File: config.mk
export PLATFORM = sky130hd
export DESIGN_NAME = pt_walker
export DESIGN_NICKNAME = d
export VERILOG_FILES = /design/src/rtl/pt_walker.sv
export SDC_FILE = /design/constraint.sdc
export NUM_CORES = 1
export LEC_CHECK = 0
export BUFFER_PORTS_ARGS = -buffer_cell sky130_fd_sc_hd__buf_2
export CORE_ASPECT_RATIO = 2
export CORE_UTILIZATION = 45
export CTS_CLUSTER_DIAMETER = 150
export CTS_CLUSTER_SIZE = 25
export DETAILED_ROUTE_END_ITERATION = 10
export GPL_TIMING_DRIVEN = 0
export PLACE_DENSITY_LB_ADDON = 0.08
export SYNTH_ARGS = -nofsm -noshare
export SYNTH_HDL_FRONTEND = slang
export SYNTH_SLANG_ARGS = --single-unit
File: constraint.sdc
create_clock -name clk -period 2.2 [get_ports clk]
set_input_delay 0.33 -clock clk [delete_from_list [all_inputs] [get_ports clk]]
set_output_delay 0.33 -clock clk [all_outputs]
set_load 0.05 [all_outputs]
File: src/rtl/pt_walker.sv
module pt_walker #(
  parameter int IDX_W = 10
) (
  input  logic                              clk,
  input  logic                              rst_n,
  input  logic                              req_valid,
  output logic                              req_ready,
  input  logic [IDX_W+2+2*IDX_W-1:0]        req_vaddr,
  input  logic [IDX_W+2+2*IDX_W-1:0]        req_root,
  output logic                              mem_rd_valid,
  input  logic                              mem_rd_ready,
  output logic [IDX_W+2+2*IDX_W-1:0]        mem_rd_addr,
  input  logic                              mem_rsp_valid,
  input  logic [IDX_W+2+2*IDX_W-1:0]        mem_rsp_data,
  output logic                              res_valid,
  output logic [IDX_W+2+2*IDX_W-1:0]        res_paddr,
  output logic                              res_fault,
  output logic [1:0]                        res_fault_level,
  input  logic                              res_ack
);
  localparam int OFF_W = IDX_W + 2;
  localparam int AW    = OFF_W + 2 * IDX_W;

  typedef enum logic [1:0] {S_IDLE, S_L1, S_L2, S_DONE} st_t;

  st_t             st;
  logic            pend;
  logic [AW-1:0]   va_q, base_q, pa_q;
  logic [1:0]      lvl_q;

  wire [IDX_W-1:0] i1 = va_q[AW-1 -: IDX_W];
  wire [IDX_W-1:0] i2 = va_q[OFF_W +: IDX_W];
  wire walking  = (st == S_L1) || (st == S_L2);
  wire rsp_take = walking && pend && mem_rsp_valid;

  wire [AW-1:0] l1_addr = {base_q[AW-1:2], 2'b00} + {{(AW-IDX_W-2){1'b0}}, i1, 2'b00};
  wire [AW-1:0] l2_addr = {base_q[AW-1:OFF_W], i2, 2'b00};

  assign req_ready       = (st == S_IDLE);
  assign mem_rd_valid    = walking && !pend;
  assign mem_rd_addr     = (st == S_L1) ? l1_addr : l2_addr;
  assign res_valid       = (st == S_DONE);
  assign res_paddr       = pa_q;
  assign res_fault       = (lvl_q != 2'd0);
  assign res_fault_level = lvl_q;

  always_ff @(posedge clk) begin
    if (!rst_n) begin
      st     <= S_IDLE;
      pend   <= 1'b0;
      va_q   <= '0;
      base_q <= '0;
      pa_q   <= '0;
      lvl_q  <= 2'd0;
    end else begin
      case (st)
        S_IDLE: if (req_valid) begin
          va_q   <= req_vaddr;
          base_q <= req_root;
          pa_q   <= '0;
          lvl_q  <= 2'd0;
          st     <= S_L1;
        end
        S_L1, S_L2: begin
          if (mem_rd_valid && mem_rd_ready) pend <= 1'b1;
          if (rsp_take) begin
            pend <= 1'b0;
            if (!mem_rsp_data[0]) begin
              lvl_q <= (st == S_L1) ? 2'd1 : 2'd2;
              st    <= S_DONE;
            end else if (st == S_L1) begin
              base_q <= mem_rsp_data;
              st     <= S_L2;
            end else begin
              pa_q <= {mem_rsp_data[AW-1:OFF_W], va_q[OFF_W-1:0]};
              st   <= S_DONE;
            end
          end
        end
        S_DONE: if (res_ack) st <= S_IDLE;
        default: st <= S_IDLE;
      endcase
    end
  end
endmodule

Word-level counts from Yosys, hierarchy flattened --
Cells that the tools add are included.
Operators by class: eq/ne operators 10, add/subtract/negate cells 1, reduce and logical (&&, ||, !) cells 17, multiplexer cells 24
Operators by type and width (number):
- 32-bit 2-to-1 mux | 9
- 32-bit case mux with 2 select lines | 2
- 32-bit by 12-bit adder with 32-bit output | 1
- 2-bit 2-to-1 mux | 7
- 2-bit != test, second input constant | 6
- 5-bit AND reduction | 2
- 2-bit case mux with 3 select lines | 1
- 2-bit nonzero test | 3
- 2-bit == test, second input constant | 2
- 1-bit logical AND | 4
- 1-bit 2-to-1 mux | 4
- 2-bit case mux with 2 select lines | 1
- 2-bit AND reduction | 2
- 4-bit AND reduction | 1
- 3-bit AND reduction | 1
- 2-bit by 1-bit == test with 1-bit output, second input constant | 1
- 2-bit logical NOT | 1
- 2-bit by 1-bit != test with 1-bit output, second input constant | 1
- 2-bit OR reduction | 1
- 1-bit logical NOT | 1
- 1-bit logical OR | 1
Word-level totals: bits of input ports 102, flip-flop bits (word level) 101

Logic depth before layout (Yosys ltp) --
Gate-level depths: netlist (run 1).
depth after elaboration 6, gate-level depth with buffers 10, mapped depth without buffers 7

Worst setup path before layout (run 1) --
No wires, ideal clock.
path kind flip-flop to output port, start register va_q[26], end output mem_rd_addr[9], required time 1.870 ns, data arrival time 2.928 ns, stages on the path, launching flop included 5, setup slack -1.058 ns, buffers on the path 0, path through dfxtp_1 > ha_1 > a21oi_1 > a31oi_1 > o311ai_0
Between the ends: word-level cells in the longest chain between the ends 2
RTL lines:
- start: declaration | line 28 | logic [AW-1:0] va_q, base_q, pa_q;
- start signal: assignment | line 58 | va_q <= req_vaddr;
- 32-bit by 12-bit adder with 32-bit output | line 36 | wire [AW-1:0] l1_addr = {base_q[AW-1:2], 2'b00} + {{(AW-IDX_W-2){1'b0}}, i1, 2'b00};
- 32-bit 2-to-1 mux | line 41 | assign mem_rd_addr = (st == S_L1) ? l1_addr : l2_addr;
- end: declaration | line 12 | output logic [IDX_W+2+2*IDX_W-1:0] mem_rd_addr,
No other way between the ends.

Worst setup path after layout (run 1) --
start register base_q[6], end output mem_rd_addr[31]
Between the ends: word-level cells in the longest chain between the ends 2
RTL lines:
- start: declaration | line 28
- start signal: assignment | line 59 | base_q <= req_root;
- start signal: assignment | line 72 | base_q <= mem_rsp_data;
- 32-bit by 12-bit adder with 32-bit output | line 36
- 32-bit 2-to-1 mux | line 41
No other way between the ends.

==> results.yml, run 1 <==
global_route:
  vias_in_the_first_global_route: 5178
  global_route_wire_length_before_repair_um: 24900
  grt_max_degree: 18
  initial_antenna_violation_count: 2
  grt_overflow_total: 0
  gr-usage-all-layers: 0.297
power_and_ir_drop:
  power.density_nw_per_um2: 1430
  report.power.total_uw: 10900
  max-vdd-ir-drop_uv: 887
  p_leak_uw: 0.00321
timing:
  tightest_slew_ns: 0.685
  finalHoldViolations: 0
  timing.max_slew.rel_slack: 0.544
  fraction_of_the_cycle_the_final_worst_path_needs: 1.33
  finalWorstPathRequiredPeriod_ns: 2.92
  setup_slack_ns: -0.719
  finalSetupTns_ns: -15.45
  setup_viol: 27
  grt_setup_unrepaired: "yes"
  timing.final.max_slew_violations: 0
  timing.fmax_mhz: 343
  finalClockSkew_ns: 0.00873
critical_path:
  worstPathArrival_ns: 2.59
  reg2reg_from: "st[1]$_SDFFE_PN0P_"
  r2r_setup_slack_ns: 0.16
  cp-end-kind: "output port"
  reg2reg_depth: 9
  path_max_fanout: 5
  crit_path_start_kind: "flip-flop"
  cp.required_ns: 1.87
  r2r-end: "res_fault_level[0]$_SDFFE_PN0P_"
  timing.critical_path.to: "mem_rd_addr[31]"
  startpoint: "base_q[6]$_SDFFE_PN0P_"
  critPathKind: "reg2out"
clock_tree:
  clockBufferDepth: 2
  clkSlewWorstSetupHoldPaths_ns: 0.07
  ctsHtreeMaxLevel: 3
  cts.root.buffer_cell: "clkbuf_16"
  cts_num_sinks: 99
  insertion_delay_ns: 0.35
  cts-buffers-inserted: 9
  tritoncts: "yes"
place:
  post-place-ws_ns: -0.737
  port_buffers: 166
  post-place-cells: 900
  final_weighted_congestion_of_routability_driven_global_placement: 0.857
  detailedPlacementHpwl_um: 11600
drt:
  wl_um: 16500
  wire_per_inst_um: 17.3
  routed.top_layer: "met4"
  wl_met3_um: 616
  postRouteAntennaNets: 0
  drtPass1Iterations: 4
  drt-vias-per-instance: 5.38
  detail_route.drc_violations: 0
  detailed_routing_wirelength_on_met1_um: 5700
  wl_met2_um: 9620
  drt_first_iter_violations: 243
  routed-via-count: 5125
logic_synthesis:
  synth_top_family_by_area: "simple AND/OR/NAND/NOR gates"
  post_synth_most_frequent_cells: "nand2_1, dfxtp_1, a21oi_1"
  netlist_instances: 596
  xor_and_xnor_area_share_after_synthesis: 0.0466
  post-synth-top-count-cell: "nand2_1"
  synth_top_flop_cell: "dfxtp_1"
  yosysWarningCount: 0
  yosys.cell_types.count: 44
  average_footprint_of_a_synthesized_cell_um2: 8.20
  synth-simple-area-share: 0.201
  synth-compound-area-share: 0.174
  seq_total_area_yosys: 0.405
  post_synth_mux_area_share: 0.0857
  ys_top_cells_by_area: "dfxtp_1, nand2_1, a21oi_1"
  post-synth-top-area-cell: "dfxtp_1"
  synthAdderAreaFrac: 0.0399
  asyncSetResetFlopFracSynth: 0
  syn_area_um2: 4890
  yosysTopAreaCellShare: 0.405
  synth-edff-count: 0
  ys_ff_latch: 99
cells_and_area:
  nFillCells: 831
  layoutNonFillerInstCount: 952
  drive_above_1_share: 0.402
  multi_input_area_um2: 3400
  finish.utilization: 0.724
  layout.nets: 925
  syn_to_final_growth_pct: 56.1
  register_area_um2: 1990
floorplanning:
  core-area_um2: 10500
  placementRows: 53
  initial_core_util: 0.464
  floorplan.io_pins: 172
  area_enclosed_by_the_die_boundary_um2: 11300
  die_height_um: 149
  horizontal_die_dimension_um: 75.7
flow_run:
  number_of_max_cap_violations: 0
outcome:
  failing_checks: "negative setup slack"
  run_status: "finished with violations"
hold_path:
  hold_path_class: "in2reg"
-- how the worst min path moves through the flow --
stage / start / cells past startpoint / to
3_3_place_gp: va_q[20]$_SDFFE_PN0P_ / 2 / va_q[20]$_SDFFE_PN0P_
5_1_grt: mem_rsp_valid / 2 / pend$_SDFFE_PN0P_
6_report: mem_rsp_valid / 2 / pend$_SDFFE_PN0P_
3_5_place_dp: res_paddr[18]$_SDFFE_PN0P_ / 2 / res_paddr[18]$_SDFFE_PN0P_
4_1_cts: mem_rsp_valid / 2 / pend$_SDFFE_PN0P_
2_1_floorplan: va_q[12]$_SDFFE_PN0P_ / 2 / va_q[12]$_SDFFE_PN0P_
-- placed cells by master, fill, tap and decap left out, types with 5 or more instances in the layout --
master,n
buf_6,23
dfxtp_2,6
clkbuf_4,6
nor2_1,40
nand3_1,40
buf_4,28
xnor2_1,5
xor2_4,12
buf_8,11
nand2_1,113
nand4_1,5
buf_2,139
mux2_2,5
ha_4,9
buf_12,7
ha_1,5
clkbuf_2,7
mux2i_1,34
a211oi_1,29
inv_1,7
dfxtp_1,92
clkbuf_16,9
clkbuf_1,18
a21oi_1,71
-- layer usage --
metal / up-vias / GRT usage
li1: 2480 / -
met1: 2442 / 0.284
met2: 160 / 0.568
met3: 43 / 0.0466
met4: 0 / 0.158
met5: - / 0
-- flip-flops by register name, indices dropped and copies added (netlist names) --
| name | cells |
|---|---|
| res_fault_level | 2 |
| base_q | 30 |
| st | 2 |
| pend | 1 |
| va_q | 32 |
| res_paddr | 32 |
-- metrics by stage --
stage	cell area, µm²	hold WS, ns
after floorplan	5420	0.434
after global placement	6430	0.441
after detailed placement	6430	0.443
after CTS	7500	0.199
after global routing	7630	0.200
final	7630	0.200
-- cells by family after synthesis --
family,count (synthesis)
other cells,1
mux,41
xor+xnor,26
buf+inv,54
flops,99
compound gates,133
simple gates,227
fa+ha+maj,15
-- area by class of cell --
| type | count | area share |
|---|---|---|
| sequential | 99 | 0.261 |
| multi-input combinational | 444 | 0.445 |
| clock buffer | 10 | 0.0313 |
| timing repair buffer | 202 | 0.187 |
| tap | 137 | 0.0225 |
| antenna | 2 | 0.000656 |
| inverter | 9 | 0.00443 |
| clock inverter | 6 | 0.0123 |
| buffer | 43 | 0.0359 |
-- what timing repair did --
action / in CTS / in global routing
hold buffers: 0 / 0
buffers inserted: 26 / 7
pin swaps: 27 / 17
resized for setup: 114 / 38
gates cloned: 3 / 1
setup endpoints to repair: 95 / 86
-- critical path, stage by stage (launching register included) --
cell and delay (ns):
dfxtp_1 0.34, ha_4 0.31, nand3_1 0.17, a311o_2 0.45
buf_4 0.16, buf_12 0.13, a211oi_4 0.32, xor2_4 0.19
buf_8 0.16
-- report_power, final --
part | switching (µW) | internal, µW | leakage (µW)
sequential | 420 | 2240 | 0.000813
combinational | 4070 | 2460 | 0.00224
clock | 707 | 1040 | 0.000160
total | 5200 | 5740 | 0.00321
No activity file was read; power rests on OpenSTA's default activity.
==> run 2: changes to the inputs <==
PLACE_DENSITY = 0.85   (was unset)
PLACE_DENSITY_LB_ADDON = unset   (was 0.08)
==> run 2 against run 1 <==
Net effect:
- the run still ends with negative setup slack left
- hold slack got worse by 0.0039 ns
- die area did not move
- sequential share of layout area rose by 0.23 points
- worst setup slack improved by 0.0054 ns
- final area fell by 0.95%
- clock skew fell by 0.00086 ns
- combinational power rose by 2%
- clock power fell by 12%
- count of clock-buffer cells in the layout did not move
- largest cell class unchanged
- largest power group unchanged
- highest routed layer unchanged
==> results.yml, run 2 (same netlist as run 1, synthesis figures left out) <==
power_and_ir_drop:
  report.power.total_uw: 10900
  p_leak_uw: 0.00314
  max-vdd-ir-drop_uv: 1240
  power.density_nw_per_um2: 1440
outcome:
  failing_checks: "negative setup slack"
  run_status: "finished with violations"
floorplanning:
  floorplan.io_pins: 172
  placementRows: 53
  area_enclosed_by_the_die_boundary_um2: 11300
  initial_core_util: 0.464
  horizontal_die_dimension_um: 75.7
  core-area_um2: 10500
  die_height_um: 149
cells_and_area:
  nFillCells: 734
  layout.nets: 914
  post-route-cell-area_um2: 7560
  register_area_um2: 1990
  layoutNonFillerInstCount: 939
  syn_to_final_growth_pct: 54.6
  most_frequent_standard_cell_in_the_layout_excluding_fill_and_tap_cells: "buf_2"
  drive_above_1_share: 0.400
  layout_common_cells: "buf_2, nand2_1, dfxtp_1, a21oi_1"
  finish.utilization: 0.717
  multi_input_area_um2: 3490
timing:
  finalClockSkew_ns: 0.00786
  grt_setup_unrepaired: "yes"
  finalWorstPathRequiredPeriod_ns: 2.91
  setup_slack_ns: -0.713
  setup_viol: 27
  tightest_slew_ns: 0.714
  timing.max_slew.rel_slack: 0.524
  timing.fmax_mhz: 343
  fin_worst_hold_slack_ns: 0.196
  fraction_of_the_cycle_the_final_worst_path_needs: 1.32
  timing.final.max_slew_violations: 0
  finalHoldViolations: 0
critical_path:
  critPathKind: "reg2out"
  cp.required_ns: 1.87
  crit_path_start_kind: "flip-flop"
  path_max_fanout: 5
  cp-end-kind: "output port"
  worstPathArrival_ns: 2.58
place:
  post-place-cells: 900
  final_weighted_congestion_of_routability_driven_global_placement: 0.909
  placedInstanceArea_um2: 6430
  port_buffers: 166
  detailedPlacementHpwl_um: 12000
drt:
  wire_per_inst_um: 18.7
  drtPass1Iterations: 5
  drt-vias-per-instance: 5.66
  detail_route.drc_violations: 0
  drt_first_iter_violations: 225
  wl_um: 17500
  postRouteAntennaNets: 0
  routed-via-count: 5312
clock_tree:
  tritoncts: "yes"
  insertion_delay_ns: 0.35
  cts_num_sinks: 99
  clkSlewWorstSetupHoldPaths_ns: 0.07
  clockBufferDepth: 2
  holdBufCountCts: 0
  cts-buffers-inserted: 9
  ctsHtreeMaxLevel: 3
  cts.root.buffer_cell: "clkbuf_16"
global_route:
  initial_antenna_violation_count: 1
  gr-usage-all-layers: 0.304
  global_route_wire_length_before_repair_um: 25500
  grt_overflow_total: 0
  grt_max_degree: 18
  vias_in_the_first_global_route: 5271
hold_path:
  hold_path_class: "in2reg"
flow_run:
  number_of_max_cap_violations: 0
## run 2: where the power goes
part	internal, µW	switching [µW]
Combinational	2410	4210
Sequential	2230	449
Clock	812	730
Total	5460	5390
## run 2: per-stage QoR
step	setup slack (ns)	setup TNS, ns
6_report	-0.713	-14.24
3_5_place_dp	-0.697	-25.75
4_1_cts	-0.766	-14.62
2_1_floorplan	-0.357	-6.73
3_3_place_gp	-0.655	-21.10
5_1_grt	-0.787	-16.10
## run 2: repair_timing
action	4_1_cts	5_1_grt
gates cloned	2	0
endpoints found under the setup margin	95	89
pin swaps	45	25
setup buffers	18	10
resized for setup	126	47
## run 2: path summary, 6_finish.rpt
kind	slack, ns	startpoint	end	cells past startpoint
min	0.20	mem_rsp_valid	pend$_SDFFE_PN0P_	2
max reg2reg	0.07	st[0]$_SDFFE_PN0P_	base_q[21]$_SDFFE_PN0P_	9
min reg2reg	0.45	va_q[13]$_SDFFE_PN0P_	va_q[13]$_SDFFE_PN0P_	2
max	-0.71	base_q[6]$_SDFFE_PN0P_	mem_rd_addr[27]	7
## run 2: final cells by class
| class | instances | area share |
|---|---|---|
| antenna | 1 | 0.000331 |
| buffer | 42 | 0.0343 |
| clock buffer | 10 | 0.0316 |
| clock inverter | 5 | 0.00629 |
| inverter | 9 | 0.00447 |
| multi-input combinational | 444 | 0.461 |
| sequential | 99 | 0.264 |
| tap | 137 | 0.0227 |
| timing repair buffer | 192 | 0.176 |
## run 2: layer usage
metal	up-vias	GRT usage	share of wire	wire [µm]
met5	-	0	0	0
met4	0	0.194	0.061	1070
met3	76	0.0507	0.050	883
met2	272	0.557	0.55	9570
met1	2511	0.297	0.34	6020
li1	2453	-	-	-
## run 2: critical path: stages (launching register included)
cell and delay (ns):
dfxtp_1 0.34, ha_4 0.33, nand3_2 0.15, a311o_2 0.48, buf_12 0.17, a2111oi_4 0.40, xor2_4 0.19, buf_6 0.17
